`src/rtl/nrzi_tx_pkg.sv`:
```
package nrzi_tx_pkg;

  // Sequencer phases of one packet on the wire
  typedef enum logic [2:0] {
    ST_IDLE  = 3'd0,
    ST_SYNC  = 3'd1,
    ST_DATA  = 3'd2,
    ST_STUFF = 3'd3,
    ST_TAIL  = 3'd4
  } tx_state_e;

endpackage

```
`src/rtl/nrzi_tx_runlen.sv`:
```
module nrzi_tx_runlen #(
  parameter int STUFF_RUN = 6,
  localparam int RUN_W = $clog2(STUFF_RUN + 1)
) (
  input  logic             clk,
  input  logic             rst,
  input  logic             step,
  input  logic             one_bit,
  input  logic             clear,
  output logic [RUN_W-1:0] run_cnt
);

  always_ff @(posedge clk) begin
    if (rst || clear) begin
      run_cnt <= '0;
    end else if (step) begin
      if (one_bit) run_cnt <= run_cnt + RUN_W'(1);
      else         run_cnt <= '0;
    end
  end

  // the sequencer must break any run before it exceeds the threshold
  a_r4_run_limit: assert property (@(posedge clk) disable iff (rst)
    run_cnt <= RUN_W'(STUFF_RUN));

endmodule

```
`src/rtl/nrzi_tx_seq.sv`:
```
module nrzi_tx_seq
  import nrzi_tx_pkg::*;
#(
  parameter int                   SYNC_BITS    = 8,
  parameter logic [SYNC_BITS-1:0] SYNC_PATTERN = 8'h80,
  parameter int                   STUFF_RUN    = 6,
  localparam int RUN_W = $clog2(STUFF_RUN + 1),
  localparam int IDX_W = $clog2(SYNC_BITS)
) (
  input  logic             clk,
  input  logic             rst,
  input  logic             bit_stb,
  input  logic             src_valid,
  input  logic             src_bit,
  input  logic             src_last,
  input  logic [RUN_W-1:0] run_cnt,
  output logic             src_ready,
  output logic             drive,
  output logic             line_bit,
  output logic             run_step,
  output logic             run_one,
  output logic             run_clear
);

  localparam logic [IDX_W-1:0] LAST_IDX  = IDX_W'(SYNC_BITS - 1);
  localparam logic [RUN_W-1:0] PRE_STUFF = RUN_W'(STUFF_RUN - 1);

  tx_state_e        state_q, state_d;
  logic [IDX_W-1:0] idx_q, idx_d;
  logic             ready_q, ready_d;
  logic             end_q, end_d;

  always_comb begin
    state_d   = state_q;
    idx_d     = idx_q;
    ready_d   = ready_q;
    end_d     = end_q;
    drive     = 1'b0;
    line_bit  = 1'b1;
    run_step  = 1'b0;
    run_one   = 1'b0;
    run_clear = 1'b0;
    if (bit_stb) begin
      unique case (state_q)
        ST_IDLE: begin
          run_clear = 1'b1;
          if (src_valid) begin
            drive    = 1'b1;
            line_bit = SYNC_PATTERN[0];
            idx_d    = IDX_W'(1);
            state_d  = ST_SYNC;
          end
        end
        ST_SYNC: begin
          drive     = 1'b1;
          line_bit  = SYNC_PATTERN[idx_q];
          run_clear = 1'b1;
          if (idx_q == LAST_IDX) begin
            state_d = ST_DATA;
            ready_d = 1'b1;
          end else begin
            idx_d = idx_q + IDX_W'(1);
          end
        end
        ST_DATA: begin
          if (src_valid) begin
            drive    = 1'b1;
            line_bit = src_bit;
            run_step = 1'b1;
            run_one  = src_bit;
            if (src_bit && run_cnt == PRE_STUFF) begin
              state_d = ST_STUFF;
              ready_d = 1'b0;
              end_d   = src_last;
            end else if (src_last) begin
              state_d = ST_TAIL;
              ready_d = 1'b0;
            end
          end else begin
            state_d = ST_IDLE;
            ready_d = 1'b0;
          end
        end
        ST_STUFF: begin
          drive    = 1'b1;
          line_bit = 1'b0;
          run_step = 1'b1;
          run_one  = 1'b0;
          state_d  = end_q ? ST_TAIL : ST_DATA;
          ready_d  = ~end_q;
          end_d    = 1'b0;
        end
        ST_TAIL: begin
          state_d = ST_IDLE;
          ready_d = 1'b0;
        end
        default: begin
          state_d = ST_IDLE;
          ready_d = 1'b0;
        end
      endcase
    end
  end

  always_ff @(posedge clk) begin
    if (rst) begin
      state_q <= ST_IDLE;
      idx_q   <= '0;
      ready_q <= 1'b0;
      end_q   <= 1'b0;
    end else begin
      state_q <= state_d;
      idx_q   <= idx_d;
      ready_q <= ready_d;
      end_q   <= end_d;
    end
  end

  assign src_ready = ready_q;

  // no payload bit is taken outside the payload phase
  a_r5_ready_only_data: assert property (@(posedge clk) disable iff (rst)
    (state_q != ST_DATA) |-> !src_ready);

  // a full run of ones must be followed by the stuffed bit
  a_r4_full_run_stuffs: assert property (@(posedge clk) disable iff (rst)
    (run_cnt == RUN_W'(STUFF_RUN)) |-> (state_q == ST_STUFF));

  // a payload strobe without data returns to idle
  a_r9_abort_idle: assert property (@(posedge clk) disable iff (rst)
    (bit_stb && state_q == ST_DATA && !src_valid) |=> (state_q == ST_IDLE));

endmodule

```
`src/rtl/nrzi_tx_line.sv`:
```
module nrzi_tx_line (
  input  logic clk,
  input  logic rst,
  input  logic bit_stb,
  input  logic drive,
  input  logic line_bit,
  output logic line_p,
  output logic line_n,
  output logic line_oe
);

  always_ff @(posedge clk) begin
    if (rst) begin
      line_p  <= 1'b1;
      line_n  <= 1'b0;
      line_oe <= 1'b0;
    end else if (bit_stb) begin
      if (drive) begin
        line_oe <= 1'b1;
        if (!line_bit) begin
          line_p <= ~line_p;
          line_n <= ~line_n;
        end
      end else begin
        line_oe <= 1'b0;
        line_p  <= 1'b1;
        line_n  <= 1'b0;
      end
    end
  end

  // the two line flops never agree
  a_r7_complement: assert property (@(posedge clk) disable iff (rst)
    line_p != line_n);

  // an undriven line rests at J
  a_r1_idle_j: assert property (@(posedge clk) disable iff (rst)
    !line_oe |-> (line_p && !line_n));

  // a zero bit flips the level, a one bit keeps it
  a_r3_zero_toggles: assert property (@(posedge clk) disable iff (rst)
    (bit_stb && drive && !line_bit) |=> (line_p != $past(line_p)));
  a_r3_one_holds: assert property (@(posedge clk) disable iff (rst)
    (bit_stb && drive && line_bit) |=> $stable(line_p));

  // nothing moves between strobes
  a_r6_hold_gap: assert property (@(posedge clk) disable iff (rst)
    !bit_stb |=> ($stable(line_p) && $stable(line_oe)));

endmodule

```
`src/rtl/nrzi_tx_encoder.sv`:
```
module nrzi_tx_encoder #(
  parameter int                   SYNC_BITS    = 8,
  parameter logic [SYNC_BITS-1:0] SYNC_PATTERN = 8'h80,
  parameter int                   STUFF_RUN    = 6
) (
  input  logic clk,
  input  logic rst,
  input  logic bit_stb,
  input  logic src_valid,
  input  logic src_bit,
  input  logic src_last,
  output logic src_ready,
  output logic line_p,
  output logic line_n,
  output logic line_oe
);

  localparam int RUN_W = $clog2(STUFF_RUN + 1);

  logic [RUN_W-1:0] run_cnt;
  logic             drive, line_bit, run_step, run_one, run_clear;

  nrzi_tx_seq #(
    .SYNC_BITS   (SYNC_BITS),
    .SYNC_PATTERN(SYNC_PATTERN),
    .STUFF_RUN   (STUFF_RUN)
  ) u_seq (
    .clk      (clk),
    .rst      (rst),
    .bit_stb  (bit_stb),
    .src_valid(src_valid),
    .src_bit  (src_bit),
    .src_last (src_last),
    .run_cnt  (run_cnt),
    .src_ready(src_ready),
    .drive    (drive),
    .line_bit (line_bit),
    .run_step (run_step),
    .run_one  (run_one),
    .run_clear(run_clear)
  );

  nrzi_tx_runlen #(
    .STUFF_RUN(STUFF_RUN)
  ) u_runlen (
    .clk    (clk),
    .rst    (rst),
    .step   (run_step),
    .one_bit(run_one),
    .clear  (run_clear),
    .run_cnt(run_cnt)
  );

  nrzi_tx_line u_line (
    .clk     (clk),
    .rst     (rst),
    .bit_stb (bit_stb),
    .drive   (drive),
    .line_bit(line_bit),
    .line_p  (line_p),
    .line_n  (line_n),
    .line_oe (line_oe)
  );

endmodule

```
`config.mk`:
```
export PLATFORM = sky130hd
export DESIGN_NAME = nrzi_tx_encoder
export DESIGN_NICKNAME = d
export VERILOG_FILES = /design/src/rtl/nrzi_tx_pkg.sv /design/src/rtl/nrzi_tx_runlen.sv /design/src/rtl/nrzi_tx_seq.sv /design/src/rtl/nrzi_tx_line.sv /design/src/rtl/nrzi_tx_encoder.sv
export SDC_FILE = /design/constraint.sdc
export NUM_CORES = 1
export LEC_CHECK = 0
export ABC_AREA = 1
export ABC_CLOCK_PERIOD_IN_PS = 1500
export BUFFER_PORTS_ARGS = -buffer_cell sky130_fd_sc_hd__buf_4
export CORE_MARGIN = 2
export CORE_UTILIZATION = 40
export DETAILED_ROUTE_END_ITERATION = 8
export GPL_TIMING_DRIVEN = 0
export PLACE_DENSITY_LB_ADDON = 0.2
export SLEW_MARGIN = 40
export SYNTH_ARGS = -nofsm -noshare
export SYNTH_HDL_FRONTEND = slang
export SYNTH_SLANG_ARGS = --single-unit
```
`constraint.sdc`:
```
create_clock -name clk -period 1.5 [get_ports clk]
set_clock_uncertainty 0.2 [all_clocks]
set_input_delay 0.15 -clock clk [delete_from_list [all_inputs] [get_ports clk]]
set_output_delay 0.15 -clock clk [all_outputs]
set_load 0.01 [all_outputs]
```
Word-level counts from Yosys, hierarchy flattened:

Memory sizes are Yosys's and may differ from the RTL's. A register that Yosys moved wholly into a read port is not among the register bits.
Cells that the tools add are included.

* bits in registers: 14
* bits in read-only memories: 8
* bits of input ports: 6
* output and inout bits: 4
* logic and storage cells: 81
* memories kept: 1

Memory list
* (name not given): words 8, bits a word 1, read ports 1, clocked after Yosys merged registers in 1, write ports 0, RTL line nrzi_tx_seq.sv:56 `line_bit = SYNC_PATTERN[idx_q];`

* add/subtract/negate cells: 2
* $lt $le $gt $ge: 1
* equal/unequal tests: 12
* muxes and demuxes: 40
* bitwise operators: 4
* reduce and logical (&&, ||, !) cells: 13

Operator list (number)
* 3-bit two-way mux: 10
* 1-bit two-way mux: 23
* 4-bit AND reduction: 4
* 3-bit one-hot mux with 4 select lines: 1
* 2-bit != test (second input constant): 4
* 1-bit one-hot mux with 4 select lines: 2
* 3-bit by 1-bit adder with 3-bit output (second input constant): 2
* 3-bit by 2-bit equality test with 1-bit output (second input constant): 2
* 3-bit equality test (second input constant): 2
* 1-bit one-hot mux with 2 select lines: 3
* 3-bit one-hot mux with 2 select lines: 1
* 2-bit OR reduction: 3
* 3-bit by 4-bit less-than comparator with 1-bit output (second input constant): 1
* 2-bit by 1-bit != test with 1-bit output (second input constant): 2
* 4-bit by 3-bit != test with 1-bit output (second input constant): 1
* 1-bit inverter: 4
* 2-bit nonzero test: 2
* 3-bit by 1-bit equality test with 1-bit output (second input constant): 1
* 3-bit zero test: 1
* 2-bit AND reduction: 1
* 1-bit logical AND: 1
* 1-bit logical OR: 1

Depth between registers and ports, before layout:

Gate-level depths: netlist of the first run.

* depth after elaboration: 6
* depth in mapped cells: 10
* depth with buffers taken out: 10

By module:

Synthesis of the first run repeated with hierarchy kept, for this count alone.

* cell total of the unflattened synthesis: 136
* area, all modules: 878.3 um^2

Modules (own cells, without submodules)
* nrzi_tx_seq: times used 1, cells an instance 94, area each 605.6 um^2, sequential area each 180.2 um^2
* nrzi_tx_runlen: times used 1, cells an instance 23, area each 147.6 um^2, sequential area each 60.1 um^2
* nrzi_tx_line: times used 1, cells an instance 19, area each 125.1 um^2, sequential area each 60.1 um^2

Least setup slack after synthesis of the first run:

OpenSTA, ideal clock, no wires.

* kind: register to register
* start point: reg u_seq.idx_q[0]
* end point: reg u_seq.idx_q[0]
* setup time: 0.115 ns
* arrival time: 1.253 ns
* data required time: 1.185 ns
* path slack: -0.068 ns
* stages on the path, launching flop included: 10
* path buffers: 0
* clock period less this slack: 1.568 ns
* path through: dfxtp_1 -> ha_1 -> ha_1 -> nand2_1 -> clkinv_1 -> nor2_4 -> nand3_2 -> nand2_1 -> o21ai_1 -> and2_1

* longest elaborated chain between the ends: 3
* elaborated cells on any way between the ends: 6
* classes of those cells: add/sub (1); eq/ne (2); mux (2); reduce/logical (1)

Ends and longest elaborated chain
* start, declared: RTL line nrzi_tx_seq.sv:29 `logic [IDX_W-1:0] idx_q, idx_d;`
* start signal, assigned: RTL line nrzi_tx_seq.sv:113 `idx_q <= idx_d;`
* 3-bit by 1-bit adder with 3-bit output or 3-bit equality test (tied branches): RTL line nrzi_tx_seq.sv:62, nrzi_tx_seq.sv:58
* 3-bit two-way mux or 2-bit != test (tied branches)
* 3-bit one-hot mux with 2 select lines or 4-bit AND reduction (tied branches)

Several ways; a longest one is shown, not always the timed one. The select of a mux whose other input is x is not followed.
A chain may end at the register's enable or synchronous reset.

Final worst setup path of the first run:

Ends and elaborated chain as after synthesis.

==> run metrics, run 1 <==
status=complete, but fails checks; failing checks=setup timing; final core utilization=0.544; # setup viols final=4; crit-path most repeated cell=ha_4; Combinational Power Share=0.338; initial antenna violation count=0; pre-CTS setup slack=-0.0814 ns; Commonest cells post-synth=nand2_1, inv_1, dfxtp_1; Initial Util=0.418; Fillers=206; Routed Antenna Nets=0; 1st-iter DRT viols=21; Worst Setup Start Kind=flip-flop; most frequent cell after synthesis=nand2_1; largest stage delay on the critical path=0.35 ns; vias in the first global route=771; vias post-DR=882; static leakage=0.565 nW; Seq pwr share=0.447; Routed WL=1.98 mm; # rows=17; WS Path Type=reg -> reg; critical path capture point type=flip-flop; gr ovfl total=0; Num CTS Buffers=3; Worst Tran Pin Value=0.323 ns; asr flop ratio synth=0; DP Area=1040 um2; Worst Path Max Fanout=5; Ant. Diodes=0; Final min period=1.53 ns; hpwl dp=1.40 mm; Internal Power=0.692 mW; total power=1.10 mW; final period utilization=1.02; IO buf count=9; largest area contributor in the netlist=dfxtp_1; top-area cell type share of the netlist area=0.331; Gate Count Post-Synth=135; critical path cell sequence=ha_4 -> ha_4 -> nand2_4 -> inv_4 -> nor2_4 -> nand3_4 -> nand2_2 -> o21ai_2 -> and2_1; Final nets=163; Mapped Nets=145; synthesized flop and latch total=15; gr usage total=0.158; Area Growth Syn to Fin=30.1%; Max-cap violations=0; Storage cell area=314 um2; mapped cell area=907 um2; Final WS setup=-0.0320 ns; Worst Hold Class=in -> reg; post-DR wirelength/cell=11.0 um; CTS root buf=clkbuf_4; Critical path buffers and inverters=1; Core ar.=2170 um2; design area=1180 um2; Slowest cell on crit path=dfxtp_2; max frequency=653 MHz; CTS H-tree lvls=1; Req. time, crit path=1.49 ns; Avg Synthesized Cell Area=6.72 um2; Cell Pwr Density=935 nW/um2; Multi-input gate area=616 um2; Die Y=51.6 um; first-pass GRT wire length=3.24 mm; slew margin rel.=0.784; layout cells sized above 1=0.349; R2R setup slack=-0.03 ns; vias per cell=4.90; Clock Path Buffers=2; cell family with most CP delay=simple AND/OR/NAND/NOR gates; VDD IR max=0.677 mV; register clock-pin slew on the reported worst setup and hold paths=0.10 ns; Critical Path AT=1.52 ns; largest cells by area after synthesis=dfxtp_1, nand2_1, inv_1, nor2_1, ha_1; max-slew violations=0; count of different cell masters after synthesis=21; Pre-Repair DR Iteration Count=6; I/O Pins=10; die area=2660 um2; drt drc=0; clock sink count=15; sequential share of the synthesized area=0.331; TritonCTS clock tree=done; EDFF count, synth=0; GP Congestion=0.807; Most used DFF post-synth=dfxtp_1; Clock power frac=0.214; largest net degree at the start of global routing=10; sw frac=0.373; P_sw=0.412 mW; Ys Warns=0; RSZ-0062 raised after global routing=yes; Skew-Pair Late Insertion Delay=0.28 ns; Final Hold Violating Endpoints=0; Die X=51.6 um
[through the flow]
stage	TNS [ns]	std cells	hold WS (ns)
4_1_cts	-0.184	179	0.00438
2_1_floorplan	-0.00211	135	0.0191
6_report	-0.0949	180	0.00336
3_3_place_gp	-0.215	172	0.140
5_1_grt	-0.712	180	0.0621
3_5_place_dp	-0.224	172	0.140
[final timing paths]
| path | endpoint | from | depth (start not counted) |
|---|---|---|---|
| max | u_seq.idx_q[0]$_SDFFE_PP0N_ | u_seq.idx_q[0]$_SDFFE_PP0N_ | 9 |
| min | u_seq.end_q$_SDFFE_PP0P_ | src_last | 5 |
| max reg2reg | u_seq.idx_q[0]$_SDFFE_PP0N_ | u_seq.idx_q[0]$_SDFFE_PP0N_ | 9 |
| min reg2reg | u_line.line_oe$_SDFFE_PP0P_ | u_line.line_oe$_SDFFE_PP0P_ | 2 |
[power by group through the flow]
| stage | sequential [mW] | combinational, mW | clock (mW) |
|---|---|---|---|
| 3_3_place_gp | 0.493 | 0.314 | 0 |
| 5_1_grt | 0.500 | 0.425 | 0.262 |
| 6_report | 0.494 | 0.373 | 0.237 |
| 3_5_place_dp | 0.493 | 0.320 | 0 |
| 2_1_floorplan | 0.493 | 0.233 | 0 |
| 4_1_cts | 0.486 | 0.337 | 0.245 |
[layout by cell type, fill, tap and decap left out, types with 3 or more instances in the layout]
| cell | count |
|---|---|
| a21oi_1 | 6 |
| dfxtp_1 | 8 |
| nand2_1 | 36 |
| dfxtp_2 | 5 |
| nand3_2 | 5 |
| nand3_1 | 6 |
| nand3_4 | 3 |
| inv_2 | 6 |
| clkbuf_4 | 3 |
| nor2_4 | 4 |
| inv_1 | 15 |
| nand2_2 | 4 |
| nor2_1 | 14 |
| buf_4 | 12 |
[logic make-up after synthesis]
logic type                 after synthesis  share of synthesized area
and+or+nand+nor                         80                      0.433
DFF                                     15                      0.331
xor gates and xnor gates                 1                    0.00966
AOI/OAI and AO/OA                       12                     0.0759
adders and majority gates                4                     0.0552
buffers and inverters                   23                     0.0952
[repair_timing]
| item | CTS | global route |
|---|---|---|
| hold buffers | 1 | 0 |
| setup buffers | 2 | 1 |
| pin swaps | 0 | 11 |
| gates cloned | 0 | 0 |
| endpoints found under the setup margin | 8 | 14 |
| endpoints found under the hold margin | 3 | 0 |
| gates resized for setup | 3 | 21 |
[metal layers]
metal	track usage	wire length, um	up-vias
met1	0.228	964	396
met5	0	0	-
met3	0.0172	77	4
met2	0.250	903	21
met4	0.0395	30	0
li1	-	-	461
[cell type report]
| class | instances | share of cell area |
|---|---|---|
| well taps | 28 | 0.0297 |
| inverters | 23 | 0.0753 |
| multi-input cells | 97 | 0.522 |
| flip-flops and latches | 15 | 0.266 |
| clock buffers | 4 | 0.0223 |
| repair buffers | 13 | 0.0848 |
[worst min-delay path, stage by stage]
cell	delay, ns
buf_4	0.08
nand2_1	0.04
nand3_1	0.07
nand2_1	0.04
nor2_1	0.07
[state kept, by name, summed over array words and instances (netlist names), named ones only]
| name | flops |
|---|---|
| u_line.line_n | 1 |
| u_line.line_oe | 1 |
| u_line.line_p | 1 |
| u_runlen.run_cnt | 3 |
| u_seq.end_q | 1 |
| u_seq.idx_q | 3 |
| u_seq.src_ready | 1 |
| u_seq.state_q | 3 |
(Power assumes the default switching activity.)
==> inputs of run 2 (changes only) <==
--- a/config.mk
+++ b/config.mk
@@ -8,11 +8,12 @@
 export ABC_AREA = 1
 export ABC_CLOCK_PERIOD_IN_PS = 1500
 export BUFFER_PORTS_ARGS = -buffer_cell sky130_fd_sc_hd__buf_4
+export CAP_MARGIN = 30
 export CORE_MARGIN = 2
 export CORE_UTILIZATION = 40
 export DETAILED_ROUTE_END_ITERATION = 8
 export GPL_TIMING_DRIVEN = 0
-export PLACE_DENSITY_LB_ADDON = 0.2
+export PLACE_DENSITY = 0.71
 export SLEW_MARGIN = 40
 export SYNTH_ARGS = -nofsm -noshare
 export SYNTH_HDL_FRONTEND = slang
==> run 2 against run 1 <==
The run still ends with setup timing left. Fmax is 0.61% lower. Non-clock buffer count is 2 higher. Critical path depth stayed put. Via count is 1.1% higher. Sequential power hardly changed. First-iteration DRC count is 43% lower. Cell count is 1.1% higher. Core utilization is 2.4 points higher. Clock power hardly changed. Critical path type unchanged.
==> run metrics, run 2 (synthesized netlist as in run 1, its figures left out) <==
critical path cell sequence=ha_4 -> ha_4 -> nand2_4 -> inv_4 -> nor2_4 -> nand3_4 -> nand2_2 -> o21ai_2 -> and2_1; largest registers=u_runlen.run_cnt: 3 flops, u_seq.idx_q: 3 flops, u_seq.state_q: 3 flops; gr ovfl total=0 (unchanged); drt drc=0 (unchanged); CTS root buf=clkbuf_4; clock sink count=15 (unchanged); VDD IR max=0.760 mV (+12%); Ant. Diodes=0 (unchanged); commonest non-fill, non-tap cell in the layout=nand2_1; total power=1.16 mW (+5.2%); max-slew violations=0 (unchanged); Worst Setup Start Kind=flip-flop; 1st-iter DRT viols=12 (-43%); TritonCTS clock tree=done; vias in the first global route=829 (+7.5%); design area=1230 um2 (+4.5%); vias post-DR=892 (+1.1%); Final nets=165 (+1.2%); RSZ-0062 raised after global routing=yes; hpwl dp=1.43 mm (+2.3%); Routed Antenna Nets=0 (unchanged); TNS Setup=-0.0907 ns (+0.00421 ns); largest net degree at the start of global routing=10 (unchanged); Final min period=1.54 ns (+0.00939 ns); Cell Pwr Density=942 nW/um2 (+0.72%); largest stage delay on the critical path=0.35 ns (about the same); static leakage=0.577 nW (+2.1%); Final Hold Violating Endpoints=0 (unchanged); register clock-pin slew on the reported worst setup and hold paths=0.09 ns (about the same); layout cells sized above 1=0.370 (+0.0214); Routed WL=2.14 mm (+8.4%); Fillers=206 (unchanged); Worst Hold Class=in -> reg; post-DR wirelength/cell=11.8 um (+7.2%); Req. time, crit path=1.49 ns (about the same); # setup viols final=3 (-1); IO buf count=9 (unchanged); slew margin rel.=0.771 (-0.0133); vias per cell=4.90 (about the same); Core ar.=2170 um2 (unchanged); I/O Pins=10 (unchanged); Worst Tran Pin Value=0.343 ns (+0.0199 ns); Num CTS Buffers=3 (unchanged); cell family with most CP delay=simple AND/OR/NAND/NOR gates; final core utilization=0.568 (+0.0242); DP Area=1040 um2 (unchanged); gr usage total=0.175 (+0.0170); failing checks=setup timing; crit-path most repeated cell=ha_4; max frequency=649 MHz (-0.61%); Clock Path Buffers=2 (unchanged); Final WS setup=-0.0414 ns (-0.00939 ns); initial antenna violation count=0 (unchanged); Slowest cell on crit path=dfxtp_2; Pre-Repair DR Iteration Count=4 (-2); WHS=0.00549 ns (+0.00212 ns); commonest cells after routing, fill and taps aside=nand2_1, inv_1, nor2_1, buf_4, dfxtp_1; status=complete, but fails checks; final period utilization=1.03 (+0.00626); # rows=17 (unchanged); Die X=51.6 um (unchanged); GP Congestion=0.846 (+4.7%); critical path capture point type=flip-flop; Critical path buffers and inverters=1 (unchanged); die area=2660 um2 (unchanged); first-pass GRT wire length=3.45 mm (+6.6%); Die Y=51.6 um (unchanged); Skew-Pair Late Insertion Delay=0.29 ns (about the same); Max-cap violations=0 (unchanged); CTS H-tree lvls=1 (unchanged); Critical Path AT=1.53 ns (about the same); Initial Util=0.418 (unchanged); Worst Path Max Fanout=5 (unchanged); WS Path Type=reg -> reg; Area Growth Syn to Fin=35.9%
## run 2: metrics by stage
step	setup slack, ns	std cells
floorplan	-0.00211	135
global placement	-0.0585	172
detailed placement	-0.0803	172
CTS	-0.0574	180
global route	-0.116	182
finish	-0.0414	182
## run 2: area by class of cell
type / count / area, um2 / area share
multi-input combinational: 97 / 648 / 0.526
sequential: 15 / 317 / 0.257
timing repair buffer: 15 / 115 / 0.0934
inverter: 23 / 91.3 / 0.0741
tap: 28 / 35.0 / 0.0284
clock buffer: 4 / 26.3 / 0.0213
## run 2: worst min-delay path, cell delays in order
cell and delay, ns:
buf_4 0.09, nand2_1 0.05, nand3_1 0.07, nand2_1 0.04, nor2_1 0.07
## run 2: timing repair
action	4_1_cts	5_1_grt
setup endpoints to repair	8	14
pin swaps	1	15
endpoints found under the hold margin	3	0
gates resized for setup	4	28
buffers inserted	3	2
gates cloned	0	0
hold buffers	1	0
## run 2: per-layer routing
metal | wire length (um) | vias up | track usage
li1 | - | 465 | -
met1 | 935 | 400 | 0.199
met2 | 1060 | 20 | 0.299
met3 | 100 | 7 | 0.0546
met4 | 46 | 0 | 0.0746
met5 | 0 | - | 0
## run 2: where the power goes
group	total, mW	internal [mW]	switching, mW
Sequential	0.495	0.443	0.0525
Combinational	0.425	0.179	0.247
Clock	0.240	0.103	0.137
## run 2: path summary, 6_finish.rpt
kind | from | cells past startpoint | slack (ns) | to
min reg2reg | u_line.line_oe$_SDFFE_PP0P_ | 2 | 0.27 | u_line.line_oe$_SDFFE_PP0P_
max | u_seq.idx_q[1]$_SDFFE_PP0N_ | 9 | -0.04 | u_seq.idx_q[0]$_SDFFE_PP0N_
min | src_last | 5 | 0.005 | u_seq.end_q$_SDFFE_PP0P_
max reg2reg | u_seq.idx_q[1]$_SDFFE_PP0N_ | 9 | -0.04 | u_seq.idx_q[0]$_SDFFE_PP0N_
